`config.mk`:
```
export PLATFORM = sky130hd
export DESIGN_NAME = ptw_walker
export DESIGN_NICKNAME = d
export VERILOG_FILES = /design/src/rtl/ptw_pkg.sv /design/src/rtl/ptw_base_reg.sv /design/src/rtl/ptw_entry_addr.sv /design/src/rtl/ptw_fsm.sv /design/src/rtl/ptw_walker.sv
export SDC_FILE = /design/constraint.sdc
export NUM_CORES = 1
export LEC_CHECK = 0
export ABC_CLOCK_PERIOD_IN_PS = 3000
export CAP_MARGIN = 20
export CORE_MARGIN = 2
export CORE_UTILIZATION = 45
export CTS_BUF_LIST = sky130_fd_sc_hd__clkbuf_8
export CTS_CLUSTER_SIZE = 12
export DETAILED_ROUTE_END_ITERATION = 7
export GPL_TIMING_DRIVEN = 1
export PLACE_DENSITY = 0.9
export SLEW_MARGIN = 20
export SYNTH_ARGS = -nofsm -noshare
export SYNTH_HDL_FRONTEND = slang
export SYNTH_SLANG_ARGS = --single-unit
```
`constraint.sdc`:
```
create_clock -name clk -period 3 [get_ports clk]
set_input_delay 0.45 -clock clk [delete_from_list [all_inputs] [get_ports clk]]
set_output_delay 0.45 -clock clk [all_outputs]
set_load 0.1 [all_outputs]
```
`src/rtl/ptw_pkg.sv`:
```
package ptw_pkg;
  localparam int ADDR_W     = 32;
  localparam int PAGE_W     = 12;
  localparam int IDX_W      = 10;
  localparam int NUM_LEVELS = 2;
  localparam int FRAME_W    = ADDR_W - PAGE_W;
  localparam int PAD_W      = ADDR_W - FRAME_W - IDX_W;
  localparam int LVL_W      = (NUM_LEVELS > 1) ? $clog2(NUM_LEVELS) : 1;
  localparam int VALID_BIT  = 0;

  typedef enum logic [2:0] {
    ST_IDLE      = 3'd0,
    ST_READ_TOP  = 3'd1,
    ST_READ_LEAF = 3'd2,
    ST_DONE      = 3'd3,
    ST_FAULT     = 3'd4
  } walk_state_e;
endpackage

```
`src/rtl/ptw_base_reg.sv`:
```
module ptw_base_reg
  import ptw_pkg::*;
(
  input  logic                clk,
  input  logic                rst_n,
  input  logic                wr_en,
  input  logic                wr_sys,
  input  logic [ADDR_W-1:0]   wr_data,
  output logic [FRAME_W-1:0]  base_frame,
  output logic                priv_viol
);
  logic               base_ld;
  logic [FRAME_W-1:0] base_d;
  logic               viol_d;

  always_comb begin
    base_ld = wr_en & wr_sys;
    base_d  = wr_data[ADDR_W-1:PAGE_W];
    viol_d  = wr_en & ~wr_sys;
  end

  always_ff @(posedge clk or negedge rst_n) begin
    if (!rst_n) begin
      base_frame <= '0;
    end else if (base_ld) begin
      base_frame <= base_d;
    end
  end

  always_ff @(posedge clk or negedge rst_n) begin
    if (!rst_n) begin
      priv_viol <= 1'b0;
    end else begin
      priv_viol <= viol_d;
    end
  end
endmodule

```
`src/rtl/ptw_entry_addr.sv`:
```
module ptw_entry_addr
  import ptw_pkg::*;
(
  input  logic [FRAME_W-1:0] tbl_base,
  input  logic [IDX_W-1:0]   tbl_idx,
  output logic [ADDR_W-1:0]  entry_addr
);
  always_comb begin
    entry_addr = {tbl_base, tbl_idx, {PAD_W{1'b0}}};
  end
endmodule

```
`src/rtl/ptw_fsm.sv`:
```
module ptw_fsm
  import ptw_pkg::*;
(
  input  logic                             clk,
  input  logic                             rst_n,
  input  logic                             req_valid,
  input  logic [ADDR_W-1:0]                req_laddr,
  input  logic [FRAME_W-1:0]               base_frame,
  input  logic [NUM_LEVELS-1:0][ADDR_W-1:0] lvl_addr,
  output logic [NUM_LEVELS-1:0][FRAME_W-1:0] lvl_base,
  output logic [NUM_LEVELS-1:0][IDX_W-1:0]  lvl_idx,
  input  logic                             mem_req_ready,
  input  logic                             mem_rsp_valid,
  input  logic [ADDR_W-1:0]                mem_rsp_data,
  output logic                             mem_req_valid,
  output logic [ADDR_W-1:0]                mem_req_addr,
  output logic                             busy,
  output logic                             done,
  output logic                             fault,
  output logic [LVL_W-1:0]                 fault_level,
  output logic [ADDR_W-1:0]                paddr
);
  walk_state_e        state_q, state_d;
  logic               pend_q, pend_d;
  logic               ld_req, ld_leaf, ld_frame, ld_flvl;
  logic [LVL_W-1:0]   flvl_d;
  logic [ADDR_W-1:0]  laddr_q;
  logic [FRAME_W-1:0] root_q;
  logic [FRAME_W-1:0] leaf_q;
  logic [FRAME_W-1:0] frame_q;
  logic [LVL_W-1:0]   flvl_q;
  logic               rsp_take;
  logic               entry_ok;

  always_comb begin
    rsp_take = ~pend_q & mem_rsp_valid;
    entry_ok = mem_rsp_data[VALID_BIT];
  end

  always_comb begin
    state_d  = state_q;
    pend_d   = pend_q;
    ld_req   = 1'b0;
    ld_leaf  = 1'b0;
    ld_frame = 1'b0;
    ld_flvl  = 1'b0;
    flvl_d   = flvl_q;
    unique case (state_q)
      ST_IDLE: begin
        if (req_valid) begin
          state_d = ST_READ_TOP;
          pend_d  = 1'b1;
          ld_req  = 1'b1;
        end
      end
      ST_READ_TOP: begin
        if (pend_q) begin
          if (mem_req_ready) pend_d = 1'b0;
        end else if (rsp_take) begin
          if (entry_ok) begin
            state_d = ST_READ_LEAF;
            pend_d  = 1'b1;
            ld_leaf = 1'b1;
          end else begin
            state_d = ST_FAULT;
            ld_flvl = 1'b1;
            flvl_d  = LVL_W'(0);
          end
        end
      end
      ST_READ_LEAF: begin
        if (pend_q) begin
          if (mem_req_ready) pend_d = 1'b0;
        end else if (rsp_take) begin
          if (entry_ok) begin
            state_d  = ST_DONE;
            ld_frame = 1'b1;
          end else begin
            state_d = ST_FAULT;
            ld_flvl = 1'b1;
            flvl_d  = LVL_W'(1);
          end
        end
      end
      ST_DONE:  state_d = ST_IDLE;
      ST_FAULT: state_d = ST_IDLE;
      default:  state_d = ST_IDLE;
    endcase
  end

  always_ff @(posedge clk or negedge rst_n) begin
    if (!rst_n) begin
      state_q <= ST_IDLE;
      pend_q  <= 1'b0;
    end else begin
      state_q <= state_d;
      pend_q  <= pend_d;
    end
  end

  always_ff @(posedge clk or negedge rst_n) begin
    if (!rst_n) begin
      laddr_q <= '0;
      root_q  <= '0;
    end else if (ld_req) begin
      laddr_q <= req_laddr;
      root_q  <= base_frame;
    end
  end

  always_ff @(posedge clk or negedge rst_n) begin
    if (!rst_n) begin
      leaf_q <= '0;
    end else if (ld_leaf) begin
      leaf_q <= mem_rsp_data[ADDR_W-1:PAGE_W];
    end
  end

  always_ff @(posedge clk or negedge rst_n) begin
    if (!rst_n) begin
      frame_q <= '0;
    end else if (ld_frame) begin
      frame_q <= mem_rsp_data[ADDR_W-1:PAGE_W];
    end
  end

  always_ff @(posedge clk or negedge rst_n) begin
    if (!rst_n) begin
      flvl_q <= '0;
    end else if (ld_flvl) begin
      flvl_q <= flvl_d;
    end
  end

  always_comb begin
    lvl_base[0] = root_q;
    lvl_base[1] = leaf_q;
    lvl_idx[0]  = laddr_q[ADDR_W-1 -: IDX_W];
    lvl_idx[1]  = laddr_q[PAGE_W +: IDX_W];
  end

  always_comb begin
    mem_req_valid = pend_q & ((state_q == ST_READ_TOP) | (state_q == ST_READ_LEAF));
    mem_req_addr  = (state_q == ST_READ_LEAF) ? lvl_addr[1] : lvl_addr[0];
    busy          = (state_q != ST_IDLE);
    done          = (state_q == ST_DONE);
    fault         = (state_q == ST_FAULT);
    fault_level   = flvl_q;
    paddr         = {frame_q, laddr_q[PAGE_W-1:0]};
  end
endmodule

```
`src/rtl/ptw_walker.sv`:
```
module ptw_walker
  import ptw_pkg::*;
(
  input  logic              clk,
  input  logic              rst_n,
  input  logic              req_valid,
  input  logic [31:0]       req_laddr,
  output logic              busy,
  output logic              done,
  output logic              fault,
  output logic              fault_level,
  output logic [31:0]       paddr,
  output logic              mem_req_valid,
  input  logic              mem_req_ready,
  output logic [31:0]       mem_req_addr,
  input  logic              mem_rsp_valid,
  input  logic [31:0]       mem_rsp_data,
  input  logic              base_wr_en,
  input  logic              base_wr_sys,
  input  logic [31:0]       base_wr_data,
  output logic              priv_viol
);
  logic [FRAME_W-1:0]                 base_frame;
  logic [NUM_LEVELS-1:0][FRAME_W-1:0] lvl_base;
  logic [NUM_LEVELS-1:0][IDX_W-1:0]   lvl_idx;
  logic [NUM_LEVELS-1:0][ADDR_W-1:0]  lvl_addr;

  ptw_base_reg u_base (
    .clk        (clk),
    .rst_n      (rst_n),
    .wr_en      (base_wr_en),
    .wr_sys     (base_wr_sys),
    .wr_data    (base_wr_data),
    .base_frame (base_frame),
    .priv_viol  (priv_viol)
  );

  for (genvar lv = 0; lv < NUM_LEVELS; lv++) begin : g_lvl
    ptw_entry_addr u_addr (
      .tbl_base   (lvl_base[lv]),
      .tbl_idx    (lvl_idx[lv]),
      .entry_addr (lvl_addr[lv])
    );
  end

  ptw_fsm u_fsm (
    .clk           (clk),
    .rst_n         (rst_n),
    .req_valid     (req_valid),
    .req_laddr     (req_laddr),
    .base_frame    (base_frame),
    .lvl_addr      (lvl_addr),
    .lvl_base      (lvl_base),
    .lvl_idx       (lvl_idx),
    .mem_req_ready (mem_req_ready),
    .mem_rsp_valid (mem_rsp_valid),
    .mem_rsp_data  (mem_rsp_data),
    .mem_req_valid (mem_req_valid),
    .mem_req_addr  (mem_req_addr),
    .busy          (busy),
    .done          (done),
    .fault         (fault),
    .fault_level   (fault_level),
    .paddr         (paddr)
  );
endmodule

```
# [Word-level counts from Yosys, hierarchy flattened]
# Index checks and enable logic that the tools add are counted.
# Widths: inputs -> output; s select.
[totals] inputBits=103 out_inout_bits=70 reg_bits=118 elab_cells=67
[op_classes] n_mux=32 n_bitwise=7 n_reduce_logical=8 n_eq_ne=11
[op_table] op="$mux 32" count=1
[op_table] op="$mux 1" count=21
[op_table] op="$mux 3" count=7
[op_table] op="$ne 2x2->1 const B" count=5
[op_table] op="$pmux 3 s3" count=1
[op_table] op="$reduce_and 8->1" count=1
[op_table] op="$eq 3x2->1 const B" count=2
[op_table] op="$reduce_bool 3->1" count=2
[op_table] op="$reduce_and 5->1" count=1
[op_table] op="$and 1x1->1" count=4
[op_table] op="$ne 2x1->1 const B" count=2
[op_table] op="$eq 3x1->1 const B" count=1
[op_table] op="$eq 3x3->1 const B" count=1
[op_table] op="$logic_not 3->1" count=1
[op_table] op="$pmux 1 s3" count=1
[op_table] op="$not 1->1" count=2
[op_table] op="$pmux 1 s2" count=1
[op_table] op="$reduce_and 2->1" count=1
[op_table] op="$reduce_bool 2->1" count=1
[op_table] op="$reduce_or 2->1" count=1
[op_table] op="$or 1x1->1" count=1

# [Logic depth before layout (Yosys ltp)]
# Gate-level depths: netlist of run 1.
[depth] word_depth=6 depth_mapped=5 depth_no_buf=3

# [By module]
# From an unflattened synthesis of run 1, not the netlist that was laid out.
[unflattened] hier_cells=381 hier_area_um2=5808.1
[by_module_without_submodules] mod="ptw_fsm" cells_each=270 n_inst=1 seq_area_each_um2=2427.3 area_each_um2=4456.8
[by_module_without_submodules] mod="ptw_base_reg" cells_each=45 n_inst=1 seq_area_each_um2=525.5 area_each_um2=863.3
[by_module_without_submodules] mod="ptw_entry_addr" cells_each=33 n_inst=2 seq_area_each_um2=0.0 area_each_um2=244.0

# [Least setup slack after synthesis of run 1]
# OpenSTA, ideal clock, no wires.
[synth_timing] path_kind="register -> output" startpoint="register u_fsm.state_q[0]" endpoint="output mem_req_valid" path_stages_with_launch=4 t_required_ps=2550 path_buffers=1 t_arrival_ps=2869 path_slack_ps=-319 cell_sequence="dfrtp_1 buf_4 xnor2_1 nor3b_1"
[synth_between] elab_chain_cells=3 word_cells_on_any_way=4 classes_between="eq/ne (2); bitwise (2)"
[synth_rtl] item="start, declared" line_no="ptw_fsm.sv:23" rtl="walk_state_e state_q, state_d;"
[synth_rtl] item="start signal, assigned" line_no="ptw_fsm.sv:96" rtl="state_q <= state_d;"
[synth_rtl] item="$eq 3x1->1 / $eq 3x2->1 (equally long branches)" line_no="ptw_fsm.sv:143" rtl="mem_req_valid = pend_q & ((state_q == ST_READ_TOP) | (state_q == ST_READ_LEAF));"
[synth_rtl] item="$or 1x1->1 (*)" line_no="ptw_fsm.sv:143"
[synth_rtl] item="$and 1x1->1 (*)" line_no="ptw_fsm.sv:143"
[synth_rtl] item="end, declared" line_no="ptw_walker.sv:13" rtl="output logic mem_req_valid,"
# Mark *: on every way between the ends. The rest lies on a longest branch, timed or not.

# [Worst setup path in the final report of run 1]
[layout_timing] startpoint="register u_fsm.state_q[1]" endpoint="output mem_req_addr[16]"
[layout_between] elab_chain_cells=2
[layout_rtl] item="$eq 3x2->1" line_no="ptw_fsm.sv:144" rtl="mem_req_addr = (state_q == ST_READ_LEAF) ? lvl_addr[1] : lvl_addr[0];"
[layout_rtl] item="$mux 32" line_no="ptw_fsm.sv:144"
[layout_rtl] item="end, declared" line_no="ptw_walker.sv:15" rtl="output logic [31:0] mem_req_addr,"
# Every way passes these cells.

==> metrics.txt, run 1 <==
outcome=finished clean; main flop type after synthesis=dfrtp_1; antenna cells=0; Fillers=812; Tmin final=2770 ps; final wirelength=between 10,000 and 15,000 um; sequential-to-total area share from yosys stat=59.7%; DRC=0; DIE AREA=between 0.01 and 0.015 sq mm; initial antenna violation count=0; CTS Hold Bufs=0; antenna violation net count after detailed routing=0; cell area after synthesis=approximately 0.0049 sq mm; vias per cell=5.03; Worst-Skew Late Latency=410 ps; post-route clock skew=5.92 ps; hpwl dp=7130 um; Tot GR Track Use=between 10% and 20%; clock buffer depth=2; area of the core=0.0108 sq mm; Crit Path Max Fanout=30; Slew HR=50.9%; # IOs=about 170; Final TNS setup=0 ps; CP endpoint kind=output pin; clk slew on worst S/H paths=70 ps; CP bufs+invs=3; delay-heaviest family, CP=buffers and inverters; mean area per synthesized cell=around 16 sq um; CTS Buf Count=17; Peak Freq=about 360 MHz; port buffer count=147; max incr delay on CP=470 ps; Post-CTS Resized=0; largest net degree at the start of global routing=64; Synth Register Bits=118; Hold/Removal Path Class=in -> async; RSZ-0062 raised after global routing=no; H-tree levels=4; worst slew pin tran=737 ps; setup bufs post-CTS=0; Yosys warning total=0; area grow syn2layout=38.3%; Rows=38; Remaining Overflow, GRT=0; critical path startpoint category=register; final count of negative-setup-slack endpoints=0; initial core utilization=45.8%; worst path cell trace=inv_1 -> nor3_2 -> buf_4 -> mux2_2 -> buf_4; share of layout cells above drive strength 1=between 50 and 60%; drt pass-1 iters=4; clk root buf=clkbuf_8; Final Wtd Congestion=0.795; period utilisation layout=92.3%; worst path required time=between 2000 and 3000 ps; die width=109 um; slowest CP cell=dfrtp_1; most used cell, CP=buf_4; Vias=3,093; max-slew violation count=0; fin nets=566; async set or reset register ratio after synthesis=between 90% and 100%; first-pass GRT wire length=16,400 um; Die Height=between 100 and 150 um; CTS tree=yes; vias in the first global route=3,380; worst setup path class=reg -> out; Max-cap violations=0; post-synthesis cell type count=30; clock sinks=about 120; wire per inst=around 17 um; critical path data arrival time=about 2300 ps; Iteration-0 DRC Markers=119; post-synthesis cell count=around 310; Final Hold Viols=0; Post-synth EDFFs=0
cell type report:
cell class / count / area [sq um] / area share, %
clock buffers: 21 / 289 / 4.23
clock inverters: 10 / 151 / 2.21
inverters: 3 / 11.3 / 0.165
multi-input cells: 170 / 1890 / 27.6
flip-flops and latches: 118 / 2950 / 43.2
well taps: 140 / 175 / 2.56
repair buffers: 153 / 1370 / 20.0
stage by stage:
stage / instances / hold WS, ps / utilization [%] / area, sq um / setup slack, ps
4_1_cts: 615 / 99.5 / 63.4 / 6840 / 198
6_report: 615 / 88.8 / 63.4 / 6840 / 232
3_5_place_dp: 584 / 481 / 59.3 / 6400 / 627
3_3_place_gp: 584 / 461 / 59.3 / 6400 / 696
5_1_grt: 615 / 129 / 63.4 / 6840 / 87.1
2_1_floorplan: 309 / 154 / - / 4960 / 668
synth_stat cells, types with 3 or more instances:
library cell | count | area share [%]
buf_2 | 5 | 0.51
buf_4 | 8 | 1.2
clkbuf_1 | 3 | 0.23
dfrtp_1 | 118 | 60
mux2_1 | 6 | 1.4
mux2_2 | 118 | 27
mux2_4 | 19 | 5.8
nor2_1 | 3 | 0.23
cell usage in the layout (no fill, tap or decap), types with 3 or more instances in the layout:
cell type	netlist	routed
mux2_4	19	19
clkdlybuf4s50_1	0	78
inv_1	2	3
clkinv_2	0	4
mux2_1	6	6
nor2_1	3	3
bufinv_16	0	4
buf_4	8	73
dfrtp_1	118	118
mux2_2	118	118
clkbuf_8	0	21
worst paths after layout:
| path | start | to | slack, ps | cells past startpoint |
|---|---|---|---|---|
| hold / removal | rst_n | u_fsm.pend_q$_DFFE_PN0P_ | 90 | 1 |
| setup reg to reg | u_fsm.state_q[0]$_DFFE_PN0P_ | u_fsm.leaf_q[9]$_DFFE_PN0P_ | 1060 | 3 |
| setup / recovery | u_fsm.state_q[1]$_DFFE_PN0P_ | mem_req_addr[16] | 230 | 5 |
| hold reg to reg | u_fsm.laddr_q[13]$_DFFE_PN0P_ | u_fsm.laddr_q[13]$_DFFE_PN0P_ | 490 | 1 |
| min in group clk | u_fsm.laddr_q[13]$_DFFE_PN0P_ | u_fsm.laddr_q[13]$_DFFE_PN0P_ | 490 | 1 |
| max in group asynchronous | rst_n | u_fsm.leaf_q[5]$_DFFE_PN0P_ | 2130 | 2 |
flip-flops by register name, summed over array words and instances, names as in the netlist, 3 cells and up:
name	cells
u_base.base_frame	20
u_fsm.frame_q	20
u_fsm.laddr_q	32
u_fsm.leaf_q	20
u_fsm.root_q	20
u_fsm.state_q	3
metal layers:
layer | part of all wire, % | global-route usage (%)
met5 | 0 | 0
met4 | 0.90 | 5.86
met3 | 8.7 | 7.47
met2 | 49 | 30.8
met1 | 41 | 21.3
logic make-up after synthesis:
kind of cell	Yosys count	synth area share (%)
simple gates	19	2.71
compound gates	5	0.708
xor+xnor	1	0.177
mux	143	34.0
buf+inv	21	2.63
other cells	1	0.0758
flops	118	59.7
Power of run 1 is left out: the tool's default activity adds up to more than one toggle a clock period on the data nets, which glitch-free logic cannot reach.
==> run 2: changes to the inputs <==
--- a/config.mk
+++ b/config.mk
@@ -13,6 +13,8 @@
 export CTS_CLUSTER_SIZE = 12
 export DETAILED_ROUTE_END_ITERATION = 7
 export GPL_TIMING_DRIVEN = 1
+export HOLD_SLACK_MARGIN = 0.15
+export MAX_ROUTING_LAYER = met4
 export PLACE_DENSITY = 0.9
 export SLEW_MARGIN = 20
 export SYNTH_ARGS = -nofsm -noshare
==> metrics.txt, run 2 (synthesis results as in run 1) <==
outcome=finished clean; H-tree levels=4; period utilisation layout=92.4%; Slew HR=approximately half; hold_sp=u_fsm.laddr_q[13]$_DFFE_PN0P_; clk slew on worst S/H paths=70 ps; post-route clock skew=8.55 ps; clock sinks=118; antenna violation net count after detailed routing=0; drt pass-1 iters=4; antenna cells=0; Iteration-0 DRC Markers=90; cell total after placement=584; clock buffer depth=2; Worst-Skew Late Latency=approximately 410 ps; share of layout cells above drive strength 1=52.5%; worst slew pin tran=735 ps; max FFs per register=32; max-slew violation count=0; DRC=0; Die Height=around 110 um; Tot GR Track Use=roughly a fifth; Reg-to-Reg End=u_fsm.leaf_q[4]$_DFFE_PN0P_; register with the most flip-flops=u_fsm.laddr_q; R2R setup slack=1050 ps; largest net degree at the start of global routing=64; Non-Filler Instances=616; Vias=roughly 3,100; wire per inst=16.8 um; R2R cell count=3; Crit Path Max Fanout=30; worst setup path class=reg -> out; DIE AREA=0.0118 sq mm; Rows=38; critical path startpoint category=register; RSZ-0062 raised after global routing=no; Final Hold Viols=0; Hold Crit Depth=1; first-pass GRT wire length=16,400 um; Post-CTS Resized=0; die width=109 um; Hold Path End=u_fsm.laddr_q[13]$_DFFE_PN0P_; area grow syn2layout=38.5%; Hold/Removal Path Class=reg -> reg; port buffer count=147; clk root buf=clkbuf_8; final wirelength=10,400 um; area of the core=approximately 0.011 sq mm; vias in the first global route=3,395; initial core utilization=45.8%; critical path data arrival time=2320 ps; initial antenna violation count=0; Tmin final=2770 ps; CTS tree=yes; hpwl dp=7130 um; # IOs=173; fin nets=roughly 570; r2r startpoint=u_fsm.state_q[0]$_DFFE_PN0P_; final count of negative-setup-slack endpoints=0; Remaining Overflow, GRT=0; Final TNS setup=0 ps; Max-cap violations=0; CTS Buf Count=17; worst path required time=2550 ps; vias per cell=5.03; CP endpoint kind=output pin; most frequent cells in the layout=mux2_2 (118), dfrtp_1 (118), clkdlybuf4s50_1 (78); Final Wtd Congestion=between 0.8 and 0.9; Peak Freq=roughly 360 MHz
-- run 2: worst max-delay path by stage --
stage | start | end | slack [ps] | cells after the start
2_1_floorplan | u_fsm.state_q[0]$_DFFE_PN0P_ | mem_req_valid | 670 | 3
3_3_place_gp | mem_rsp_valid | u_fsm.leaf_q[5]$_DFFE_PN0P_ | 700 | 4
3_5_place_dp | mem_rsp_valid | u_fsm.leaf_q[9]$_DFFE_PN0P_ | 630 | 4
4_1_cts | u_fsm.state_q[1]$_DFFE_PN0P_ | mem_req_addr[13] | 200 | 5
5_1_grt | u_fsm.state_q[1]$_DFFE_PN0P_ | mem_req_addr[20] | 80 | 5
6_report | u_fsm.state_q[1]$_DFFE_PN0P_ | mem_req_addr[16] | 230 | 5
-- run 2: final cells by class --
| class | count | area, sq um |
|---|---|---|
| clock buffer | 21 | 289 |
| clock inverter | 10 | 151 |
| tap | 140 | 175 |
| inverter | 3 | 11.3 |
| fill | 811 | 3940 |
| sequential | 118 | 2950 |
| multi-input combinational | 170 | 1890 |
| timing repair buffer | 154 | 1380 |
-- run 2: repair_timing --
item / in CTS / in global routing
setup endpoints to repair: 0 / 0
hold buffers: 1 / 0
hold endpoints to repair: 55 / 0
setup buffers: 0 / 0
-- run 2: stage by stage --
step | util, % | hold WS, ps | worst slack [ps] | instance area [sq um]
2_1_floorplan | - | 154 | 668 | 4960
3_3_place_gp | 59.3 | 461 | 696 | 6400
3_5_place_dp | 59.3 | 481 | 627 | 6400
4_1_cts | 63.5 | 502 | 198 | 6850
5_1_grt | 63.5 | 513 | 79.6 | 6850
6_report | 63.5 | 492 | 227 | 6850
-- run 2: worst max-delay path, cell delays in order (launching register included) --
cell	delay, ps
dfrtp_1	470
inv_1	180
nor3_2	190
buf_4	420
mux2_2	400
buf_4	230
-- run 2: routing by layer --
| layer | vias to the layer above | global-route usage [%] | part of all wire (%) |
|---|---|---|---|
| met2 | 111 | 30.8 | 49 |
| met4 | 0 | 5.86 | 0.83 |
| met3 | 11 | 7.29 | 7.6 |
| met5 | - | - | 0 |
| met1 | 1569 | 21.8 | 42 |
| li1 | 1408 | - | - |
Power of run 2 is left out for the same reason.
